`src/rtl/hvc_pkg.sv`:
```
package hvc_pkg;

    typedef enum logic [2:0] {
        ST_IDLE,
        ST_CHECK,
        ST_FOLD,
        ST_SEED,
        ST_PH1,
        ST_PH2,
        ST_SCALE
    } hvc_state_t;

    // Per-cycle control strobes from the sequencer to the datapath
    typedef struct packed {
        logic cap;      // latch operands
        logic reject;   // pair out of domain
        logic fold_ld;  // load p and q
        logic fold_sh;  // balance p and q by a factor of four
        logic seed;     // form the rotation start vector
        logic rot;      // one micro-rotation
        logic scale;    // gain correction and result latch
    } hvc_ctl_t;

    // Shift index for a step: counts up from 1, with the two
    // convergence indices visited twice.
    function automatic int hvc_shift_of(input int step, input int rep_lo, input int rep_hi);
        int idx;
        idx = step + 1;
        if (step >= rep_lo)     idx = idx - 1;
        if (step >= rep_hi + 1) idx = idx - 1;
        return idx;
    endfunction

endpackage

```
`src/rtl/hvc_microrot.sv`:
```
module hvc_microrot #(
    parameter int W    = 29,
    parameter int SH_W = 5
) (
    input  logic signed [W-1:0]  x_i,
    input  logic signed [W-1:0]  y_i,
    input  logic        [SH_W-1:0] shift_i,
    output logic signed [W-1:0]  x_o,
    output logic signed [W-1:0]  y_o
);

    logic signed [W-1:0] x_sh;
    logic signed [W-1:0] y_sh;
    logic                y_nonneg;

    assign x_sh     = x_i >>> shift_i;
    assign y_sh     = y_i >>> shift_i;
    assign y_nonneg = ~y_i[W-1];

    // Drive y toward zero; hyperbolic form mixes with like signs
    always_comb begin
        if (y_nonneg) begin
            x_o = x_i - y_sh;
            y_o = y_i - x_sh;
        end else begin
            x_o = x_i + y_sh;
            y_o = y_i + x_sh;
        end
    end

endmodule

```
`src/rtl/hvc_gain.sv`:
```
module hvc_gain #(
    parameter int          W        = 29,
    parameter int          NTERM    = 16,
    parameter logic [15:0] GAIN_POS = 16'h0959,
    parameter logic [15:0] GAIN_NEG = 16'h0000
) (
    input  logic signed [W-1:0] raw_i,
    output logic signed [W:0]   scaled_o
);

    logic signed [W:0] raw_ext;
    logic signed [W:0] term [NTERM];

    assign raw_ext = {raw_i[W-1], raw_i};

    // Each set mask bit k contributes +/- raw * 2^-k
    genvar k;
    for (k = 0; k < NTERM; k++) begin : g_term
        if (GAIN_POS[k]) begin : g_pos
            assign term[k] = raw_ext >>> k;
        end else if (GAIN_NEG[k]) begin : g_neg
            assign term[k] = -(raw_ext >>> k);
        end else begin : g_nil
            assign term[k] = '0;
        end
    end

    always_comb begin
        scaled_o = '0;
        for (int i = 0; i < NTERM; i++) begin
            scaled_o = scaled_o + term[i];
        end
    end

endmodule

```
`src/rtl/hvc_ctrl.sv`:
```
module hvc_ctrl
    import hvc_pkg::*;
#(
    parameter int ITER_A = 6,
    parameter int ITER_B = 12,
    parameter int REP_LO = 4,
    parameter int REP_HI = 13,
    parameter int SH_W   = 5
) (
    input  logic            clk,
    input  logic            rst_n,
    input  logic            start_i,
    input  logic            reject_i,
    input  logic            fold_more_i,
    output hvc_ctl_t        ctl_o,
    output logic [SH_W-1:0] shift_o,
    output logic            done_o
);

    localparam int N_STEP = ITER_A + ITER_B;

    hvc_state_t      state_q, state_d;
    logic [SH_W-1:0] step_q;
    logic            last_a;
    logic            last_b;

    assign last_a = (step_q == SH_W'(ITER_A - 1));
    assign last_b = (step_q == SH_W'(N_STEP - 1));

    // State register
    always_ff @(posedge clk or negedge rst_n) begin
        if (!rst_n) state_q <= ST_IDLE;
        else        state_q <= state_d;
    end

    // Transitions
    always_comb begin
        state_d = state_q;
        unique case (state_q)
            ST_IDLE:  if (start_i) state_d = ST_CHECK;
            ST_CHECK: state_d = reject_i ? ST_IDLE : ST_FOLD;
            ST_FOLD:  if (!fold_more_i) state_d = ST_SEED;
            ST_SEED:  state_d = ST_PH1;
            ST_PH1:   if (last_a) state_d = ST_PH2;
            ST_PH2:   if (last_b) state_d = ST_SCALE;
            ST_SCALE: state_d = ST_IDLE;
            default:  state_d = ST_IDLE;
        endcase
    end

    // Outputs
    always_comb begin
        ctl_o = '0;
        unique case (state_q)
            ST_IDLE:  ctl_o.cap     = start_i;
            ST_CHECK: begin
                ctl_o.reject  = reject_i;
                ctl_o.fold_ld = ~reject_i;
            end
            ST_FOLD:  ctl_o.fold_sh = fold_more_i;
            ST_SEED:  ctl_o.seed    = 1'b1;
            ST_PH1:   ctl_o.rot     = 1'b1;
            ST_PH2:   ctl_o.rot     = 1'b1;
            ST_SCALE: ctl_o.scale   = 1'b1;
            default:  ctl_o = '0;
        endcase
        shift_o = SH_W'(hvc_shift_of(int'(step_q), REP_LO, REP_HI));
    end

    // Step counter across both phases
    always_ff @(posedge clk or negedge rst_n) begin
        if (!rst_n) begin
            step_q <= '0;
        end else if (state_q == ST_SEED) begin
            step_q <= '0;
        end else if (state_q == ST_PH1 || state_q == ST_PH2) begin
            step_q <= step_q + 1'b1;
        end
    end

    // Registered completion pulse
    always_ff @(posedge clk or negedge rst_n) begin
        if (!rst_n) done_o <= 1'b0;
        else        done_o <= (state_q == ST_SCALE) || (state_q == ST_CHECK && reject_i);
    end

endmodule

```
`src/rtl/hvc_sqdiff.sv`:
```
module hvc_sqdiff
    import hvc_pkg::*;
#(
    parameter int          IN_W     = 8,
    parameter int          FRAC     = 18,
    parameter int          OUT_W    = 27,
    parameter int          ITER_A   = 6,
    parameter int          ITER_B   = 12,
    parameter int          REP_LO   = 4,
    parameter int          REP_HI   = 13,
    parameter logic [15:0] GAIN_POS = 16'h0959,
    parameter logic [15:0] GAIN_NEG = 16'h0000
) (
    input  logic                   clk,
    input  logic                   rst_n,
    input  logic                   start_i,
    input  logic signed [IN_W-1:0] x_i,
    input  logic signed [IN_W-1:0] y_i,
    output logic                   done_o,
    output logic                   invalid_o,
    output logic [OUT_W-1:0]       mag_o
);

    localparam int W      = IN_W + FRAC + 3;
    localparam int GAP    = W - IN_W - 2 - FRAC;
    localparam int N_STEP = ITER_A + ITER_B;
    localparam int SH_W   = $clog2(N_STEP + 1);

    hvc_ctl_t               ctl;
    logic [SH_W-1:0]        shift;
    logic signed [IN_W-1:0] xin_q, yin_q;
    logic signed [IN_W:0]   y_abs;
    logic signed [IN_W+1:0] p_raw, q_raw;
    logic signed [W-1:0]    p_sc, q_sc;
    logic signed [W-1:0]    p_q, q_q;
    logic signed [W-1:0]    xr_q, yr_q;
    logic signed [W-1:0]    x_nx, y_nx;
    logic signed [W:0]      gained;
    logic [OUT_W-1:0]       mag_sat;
    logic [OUT_W-1:0]       mag_q;
    logic                   inv_q;
    logic                   reject;
    logic                   fold_more;

    // Domain test and the product-preserving pair p, q
    always_comb begin
        y_abs = yin_q[IN_W-1] ? -{yin_q[IN_W-1], yin_q} : {yin_q[IN_W-1], yin_q};
        p_raw = {{2{xin_q[IN_W-1]}}, xin_q} - {y_abs[IN_W], y_abs};
        q_raw = {{2{xin_q[IN_W-1]}}, xin_q} + {y_abs[IN_W], y_abs};
        reject = p_raw[IN_W+1] || (p_raw == '0);
        p_sc  = {{GAP{p_raw[IN_W+1]}}, p_raw, {FRAC{1'b0}}};
        q_sc  = {{GAP{q_raw[IN_W+1]}}, q_raw, {FRAC{1'b0}}};
    end

    assign fold_more = (p_q <<< 2) < q_q;

    hvc_ctrl #(
        .ITER_A (ITER_A),
        .ITER_B (ITER_B),
        .REP_LO (REP_LO),
        .REP_HI (REP_HI),
        .SH_W   (SH_W)
    ) u_ctrl (
        .clk         (clk),
        .rst_n       (rst_n),
        .start_i     (start_i),
        .reject_i    (reject),
        .fold_more_i (fold_more),
        .ctl_o       (ctl),
        .shift_o     (shift),
        .done_o      (done_o)
    );

    hvc_microrot #(
        .W    (W),
        .SH_W (SH_W)
    ) u_rot (
        .x_i     (xr_q),
        .y_i     (yr_q),
        .shift_i (shift),
        .x_o     (x_nx),
        .y_o     (y_nx)
    );

    hvc_gain #(
        .W        (W),
        .NTERM    (16),
        .GAIN_POS (GAIN_POS),
        .GAIN_NEG (GAIN_NEG)
    ) u_gain (
        .raw_i    (xr_q),
        .scaled_o (gained)
    );

    // Clamp the corrected magnitude into the unsigned output field
    always_comb begin
        if (gained[W]) begin
            mag_sat = '0;
        end else if (|gained[W-1:OUT_W]) begin
            mag_sat = '1;
        end else begin
            mag_sat = gained[OUT_W-1:0];
        end
    end

    always_ff @(posedge clk or negedge rst_n) begin
        if (!rst_n) begin
            xin_q <= '0;
            yin_q <= '0;
            p_q   <= '0;
            q_q   <= '0;
            xr_q  <= '0;
            yr_q  <= '0;
            mag_q <= '0;
            inv_q <= 1'b0;
        end else begin
            if (ctl.cap) begin
                xin_q <= x_i;
                yin_q <= y_i;
            end
            if (ctl.fold_ld) begin
                p_q <= p_sc;
                q_q <= q_sc;
            end else if (ctl.fold_sh) begin
                p_q <= p_q <<< 1;
                q_q <= q_q >>> 1;
            end
            if (ctl.seed) begin
                xr_q <= (q_q + p_q) >>> 1;
                yr_q <= (q_q - p_q) >>> 1;
            end else if (ctl.rot) begin
                xr_q <= x_nx;
                yr_q <= y_nx;
            end
            if (ctl.scale) begin
                mag_q <= mag_sat;
                inv_q <= 1'b0;
            end else if (ctl.reject) begin
                mag_q <= '0;
                inv_q <= 1'b1;
            end
        end
    end

    assign mag_o     = mag_q;
    assign invalid_o = inv_q;

endmodule

```
`config.mk`:
```
export PLATFORM = sky130hd
export DESIGN_NAME = hvc_sqdiff
export DESIGN_NICKNAME = d
export VERILOG_FILES = /design/src/rtl/hvc_pkg.sv /design/src/rtl/hvc_microrot.sv /design/src/rtl/hvc_gain.sv /design/src/rtl/hvc_ctrl.sv /design/src/rtl/hvc_sqdiff.sv
export SDC_FILE = /design/constraint.sdc
export NUM_CORES = 1
export LEC_CHECK = 0
export ABC_AREA = 1
export BUFFER_PORTS_ARGS = -buffer_cell sky130_fd_sc_hd__buf_2
export CORE_UTILIZATION = 50
export CTS_BUF_LIST = sky130_fd_sc_hd__clkbuf_8
export DETAILED_ROUTE_END_ITERATION = 16
export PLACE_DENSITY = 0.66
export SYNTH_ARGS = -nofsm -noshare
export SYNTH_HDL_FRONTEND = slang
export SYNTH_SLANG_ARGS = --single-unit
```
`constraint.sdc`:
```
create_clock -name clk -period 15.63 [get_ports clk]
set_input_delay 3.126 -clock clk [delete_from_list [all_inputs] [get_ports clk]]
set_output_delay 3.126 -clock clk [all_outputs]
set_load 0.02 [all_outputs]
```
==> results_dict.tcl, run 1 <==
set metrics [dict create \
    outcome "finished clean" \
    drt_iter0_drc 1631 \
    synthTopCellsByCount "nand2_1 (792), nand3_1 (350), inv_1 (295), nor2_1 (198), ha_1 (160)" \
    clock_latency_ns 0.51 \
    ctsLongestPathBuffers 2 \
    synth_area_per_cell_um2 6.821 \
    syn-cell-area_um2 19290 \
    maxSlewViolCount 0 \
    grt_pass1_wl_um 101000 \
    slew-limit-headroom 0.3040 \
    h-tree-depth 4 \
    critPathMaxStageDelay_ns 0.82 \
    tritoncts "built" \
    cts_hold_buf 0 \
    core_um2 37840 \
    skew_ns 0.02442 \
    hold_ws_ns 0.4804 \
    layout.cells.non_filler 3335 \
    cts.repair.resized 0 \
    cpLargestDelayFamily "simple AND/OR/NAND/NOR gates" \
    cts.clk_slew.worst_paths_ns 0.11 \
    synth_cell_type_count 54 \
    drc 0 \
    final.min_clock_period_ns 7.131 \
    antennaDiodeCount 0 \
    synth_seq_cells 151 \
    rsz0062_at_grt "no" \
    arrival_ns 7.54 \
    syn_nets 3102 \
    ios 48 \
    path_buf_inv 6 \
    clock.fmax_mhz 140.2 \
    grt_max_degree 102 \
    cap_violations 0 \
    rows 71 \
    gr-total-overflow 0 \
    antenna_found_initial 4 \
    met2_usage 0.5181 \
    finalSetupTns_ns 0 \
    fin_crit_sh 0.4562 \
    die_width_um 198.4 \
    grt_pass1_vias 18170 \
    vias_per_cell 5.784 \
    finalSetupViolCount 0 \
    busiest_layer "met2" \
    ys.flop_type "dfrtp_1" \
    yosysMostFrequentCell "nand2_1" \
    crit_top_cell "nand2_1" \
    post_cts_buffers 0 \
    critPathKind "flop to flop" \
    finalHoldViolCount 0 \
    track_usage 0.3348 \
    cts_buffers 17 \
    synth_area_leaders "dfrtp_1 (20%), nand2_1 (15%), ha_1 (10%), fa_1 (9.9%), nand3_1 (9.1%)" \
    required_ns 16.04 \
    pre_cts_ws_ns 8.762 \
    nFillCells 3900 \
    synth-edff-count 0 \
    crit_path_top_delay_cell "inv_2" \
    worst-path-max-fanout 58 \
    netlist.area_leader.share 0.1959 \
    numClockSinks 151 \
    synth_top_area_cell "dfrtp_1" \
    syn_inst 2828 \
    worst_slack_ns 8.499 \
    clock-root-buffer "clkbuf_8" \
    gr-usage-met3 0.03103 \
    cp-end-kind "flop" \
    dp_cells 3303 \
    use_met1 0.4840 \
    yosys_warnings 0 \
    wire_per_inst_um 19.21 \
    firstDrtPassIters 6 \
    worstMarginPinSlew_ns 1.043 \
    gp_congestion 0.9994 \
    drive_gt1_frac 0.06161 \
    layout.nets 3085 \
    area_delta_synth_final_pct 4.470 \
    dpl.hpwl_um 50010 \
    start_kind "flop" \
    ant_nets 0 \
    die_h_um 198.4 \
    initial_core_util 0.5097 \
    ys_seq_area_frac 0.1959 \
    async_reset_ff_frac 1.000 \
    wl_um 64070 \
    min_path_type "flop to flop" \
    vias 19290 \
    dieArea_um2 39370 \
    io_buffers 47 \
]
==> path summary, 6_finish.rpt <==
kind | startpoint | endpoint | slack [ns] | cells after the start
worst max-delay path | u_ctrl.step_q[0] | xr_q[27] | 8.50 | 42
worst min-delay path | mag_o[23] | mag_o[23] | 0.48 | 2
worst max register to register | u_ctrl.step_q[0] | xr_q[27] | 8.50 | 42
worst min register to register | mag_o[23] | mag_o[23] | 0.48 | 2
max in group asynchronous | rst_n | q_q[28] | 11.52 | 2
min in group asynchronous | rst_n | mag_o[4] | 2.73 | 1
==> cells by family after synthesis <==
logic type / share of synthesized area
DFF: 0.1959
AOI/OAI and AO/OA: 0.1372
and+or+nand+nor: 0.3276
buffers and inverters: 0.08575
muxes: 0.004087
other: 0.0003894
adders and majority gates: 0.2024
xor gates and xnor gates: 0.04671
==> layout make-up <==
class	instances	area (um2)	share of cell area
sequential	151	3779	0.1875
inverter	303	1140	0.05657
timing repair buffer	59	331.6	0.01645
multi-input combinational	2279	13880	0.6887
tap	511	639.4	0.03173
clock buffer	17	234.0	0.01161
clock inverter	15	150.1	0.007451
==> metrics by stage <==
stage          instance area [um2]    util
5_1_grt                      20150  0.5325
2_1_floorplan                19290       -
6_report                     20150  0.5325
4_1_cts                      20150  0.5325
3_5_place_dp                 19770  0.5223
3_3_place_gp                 19770  0.5223
==> tightest hold or removal path: stages (launching register included) <==
cell and delay [ns]:
dfrtp_1 0.35, nand2_1 0.05, nand2_1 0.05
==> state kept, by name (all words and copies together), names as in the netlist, 5 cells and up <==
register and cells:
u_ctrl.step_q 5, q_q 29, yin_q 8, xin_q 8, p_q 11, xr_q 29, mag_o 27, yr_q 29
==> layer usage <==
| layer | share of wire | routed length (um) |
|---|---|---|
| met5 | 0 | 0 |
| met4 | 0.033 | 2135 |
| met2 | 0.44 | 28230 |
| met1 | 0.46 | 29440 |
| met3 | 0.067 | 4269 |
==> cell usage in the layout (no fill, tap or decap), types with 4 or more instances in the layout <==
cell / netlist / final
o22ai_1: 4 / 4
nand2_4: 4 / 4
mux2_2: 7 / 7
a31oi_1: 27 / 27
nor2_1: 198 / 197
nor4_1: 7 / 7
inv_1: 295 / 297
nand4_1: 21 / 21
nand2_1: 792 / 791
or2_2: 17 / 17
o211ai_1: 18 / 18
inv_2: 4 / 4
o221ai_1: 20 / 20
nand3_2: 4 / 4
inv_6: 0 / 5
o21a_1: 7 / 7
xnor2_1: 34 / 34
dfrtp_1: 151 / 151
clkbuf_8: 0 / 17
nor3_1: 26 / 25
o21ai_0: 123 / 123
xor2_1: 67 / 67
o21bai_1: 14 / 14
a21o_1: 5 / 5
fa_1: 95 / 95
o21ai_1: 11 / 11
nor2_2: 16 / 17
ha_1: 160 / 160
nand3b_1: 8 / 8
nand2_2: 18 / 19
a22oi_1: 29 / 29
o311ai_0: 16 / 16
buf_2: 27 / 46
nand3_1: 350 / 350
o31ai_1: 5 / 5
buf_4: 9 / 12
a21oi_1: 154 / 154
Power of run 1 is not shown: default switching activity piles up to over one toggle a cycle in this logic, so the estimate is an artifact.
==> inputs of run 2 (changes only) <==
- ABC_AREA: 1 -> 0
- clock period: 15.63 -> 7 ns (I/O delays scaled with it)
==> results_dict.tcl, run 2 <==
set metrics [dict create \
    outcome "finished clean" \
    yosysMostFrequentCell "nand2_1" \
    numClockSinks 151 \
    tritoncts "built" \
    syn_inst 2356 \
    required_ns 7.48 \
    synthTopCellsByCount "nand2_1 (207), nor2_1 (194), a21oi_1 (183), ha_1 (160), dfrtp_1 (151)" \
    final.min_clock_period_ns 6.692 \
    rsz0062_at_grt "no" \
    grt_pass1_wl_um 107800 \
    synth_seq_cells 151 \
    antenna_found_initial 2 \
    cts.clk_slew.worst_paths_ns 0.11 \
    firstDrtPassIters 7 \
    synth_area_leaders "dfrtp_1 (19%), ha_1 (10%), fa_1 (9.7%), mux2i_1 (5.5%), a21oi_1 (4.7%)" \
    synth_cell_type_count 95 \
    wire_per_inst_um 23.55 \
    ios 48 \
    skew_ns 0.03400 \
    cp-end-kind "flop" \
    finalHoldViolCount 0 \
    grt_max_degree 68 \
    start_kind "flop" \
    gp_congestion 1.022 \
    drt_iter0_drc 1794 \
    nFillCells 3676 \
    track_usage 0.3506 \
    h-tree-depth 4 \
    die_width_um 200.4 \
    maxSlewViolCount 0 \
    synth-edff-count 0 \
    hp-start "mag_o[0]" \
    layout.nets 2725 \
    syn-cell-area_um2 19680 \
    ys.flop_type "dfrtp_1" \
    slew-limit-headroom 0.1307 \
    cts_hold_buf 0 \
    final_common_cell "nand2_1" \
    io_buffers 47 \
    clock.fmax_mhz 149.4 \
    worst-path-max-fanout 5 \
    cpLargestDelayFamily "simple AND/OR/NAND/NOR gates" \
    fin_area_um2 21910 \
    dpl.hpwl_um 54870 \
    r2r_start "u_ctrl.step_q[0]" \
    fin_crit_sh 0.9560 \
    async_reset_ff_frac 1.000 \
    netlist.area_leader.share 0.1920 \
    core_um2 38740 \
    drc 0 \
    wl_um 70290 \
    critical_path.startpoint "u_ctrl.step_q[0]" \
    ctsLongestPathBuffers 2 \
    synth_top_area_cell "dfrtp_1" \
    drive_gt1_frac 0.1388 \
    clock_latency_ns 0.60 \
    die_h_um 200.4 \
    cap_violations 0 \
    synth_area_per_cell_um2 8.353 \
    worstMarginPinSlew_ns 1.297 \
    clock-root-buffer "clkbuf_8" \
    path_buf_inv 1 \
    critPathMaxStageDelay_ns 0.54 \
    grt_pass1_vias 18040 \
    ant_nets 0 \
    reg.largest.list "q_q x29, xr_q x29, yr_q x29" \
    vias 19020 \
    min_path_type "flop to flop" \
    placed_area_um2 21310 \
    yosys_warnings 0 \
    final_cell_mix "nand2_1 (207), nor2_1 (192), a21oi_1 (179)" \
    vias_per_cell 6.371 \
    dieArea_um2 40160 \
    crit_top_cell "o21a_1" \
    area_delta_synth_final_pct 11.34 \
    cts_buffers 17 \
    initial_core_util 0.5080 \
    critPathKind "flop to flop" \
    arrival_ns 7.18 \
    finalSetupViolCount 0 \
    crit_path_top_delay_cell "or4b_1" \
    rows 72 \
    syn_nets 2630 \
    gr-total-overflow 0 \
    ys_seq_area_frac 0.1920 \
]
==> run 2: changes by cell type after synthesis, moves of 60 or more <==
| cell | before | now |
|---|---|---|
| nand2_1 | 792 | 207 |
| nand3_1 | 350 | 44 |
| inv_1 | 295 | 100 |
| mux2i_1 | 0 | 109 |
| nand2b_1 | 0 | 63 |
| a211oi_1 | 3 | 63 |
==> run 2: logic make-up after synthesis <==
family                     after synthesis  share of synthesized area
AOI/OAI and AO/OA                      742                     0.2549
and+or+nand+nor                        687                     0.1657
adders and majority gates              255                     0.1984
buffers and inverters                  233                    0.04972
DFF                                    151                     0.1920
xor gates and xnor gates               149                    0.06631
muxes                                  137                    0.07260
other                                    2                  0.0003816
==> run 2: layout make-up <==
type,instances,area [um2],share of cell area
flip-flops and latches,151,3781,0.1726
well taps,518,648.1,0.02958
diodes,3,7.507,0.0003426
multi-input cells,1972,15130,0.6905
clock buffers,18,247.7,0.01131
inverters,101,379.1,0.01730
clock inverters,14,181.4,0.008280
repair buffers,208,1536,0.07012
==> run 2: path summary, 6_finish.rpt <==
check                                   end  slack [ns]  depth (start not counted)
setup / recovery                   xr_q[28]        0.31                         25
min in group asynchronous           yr_q[0]        0.77                          1
setup reg to reg                   xr_q[28]        0.31                         25
hold / removal                     mag_o[0]        0.51                          1
max in group asynchronous  u_ctrl.step_q[0]        4.90                          2
hold reg to reg                    mag_o[0]        0.51                          1
==> run 2: stage by stage <==
step / instances / TNS [ns] / util / hold slack [ns] / setup slack, ns
floorplan: 2356 / -0.1817 / - / 0.4914 / -0.1817
global placement: 2945 / 0 / 0.5502 / 0.4898 / 0.06344
detailed placement: 2945 / 0 / 0.5502 / 0.4937 / 0.02287
CTS: 2977 / 0 / 0.5613 / 0.5224 / 0.02188
global route: 2984 / 0 / 0.5656 / 0.5347 / 0.01551
finish: 2985 / 0 / 0.5657 / 0.5141 / 0.3079
==> run 2: timing repair <==
| action | 4_1_cts | 5_1_grt |
|---|---|---|
| endpoints found under the setup margin | 0 | 17 |
| setup buffers | 0 | 5 |
| gates resized for setup | 0 | 24 |
==> run 2: layer usage <==
metal,routed length [um],GRT usage,up-vias
met5,0,0,-
met4,1810,0.1110,0
met3,5209,0.06915,89
met2,31650,0.5429,685
met1,31620,0.4907,9433
li1,-,-,8810
Power of run 2 is left out for the same reason.
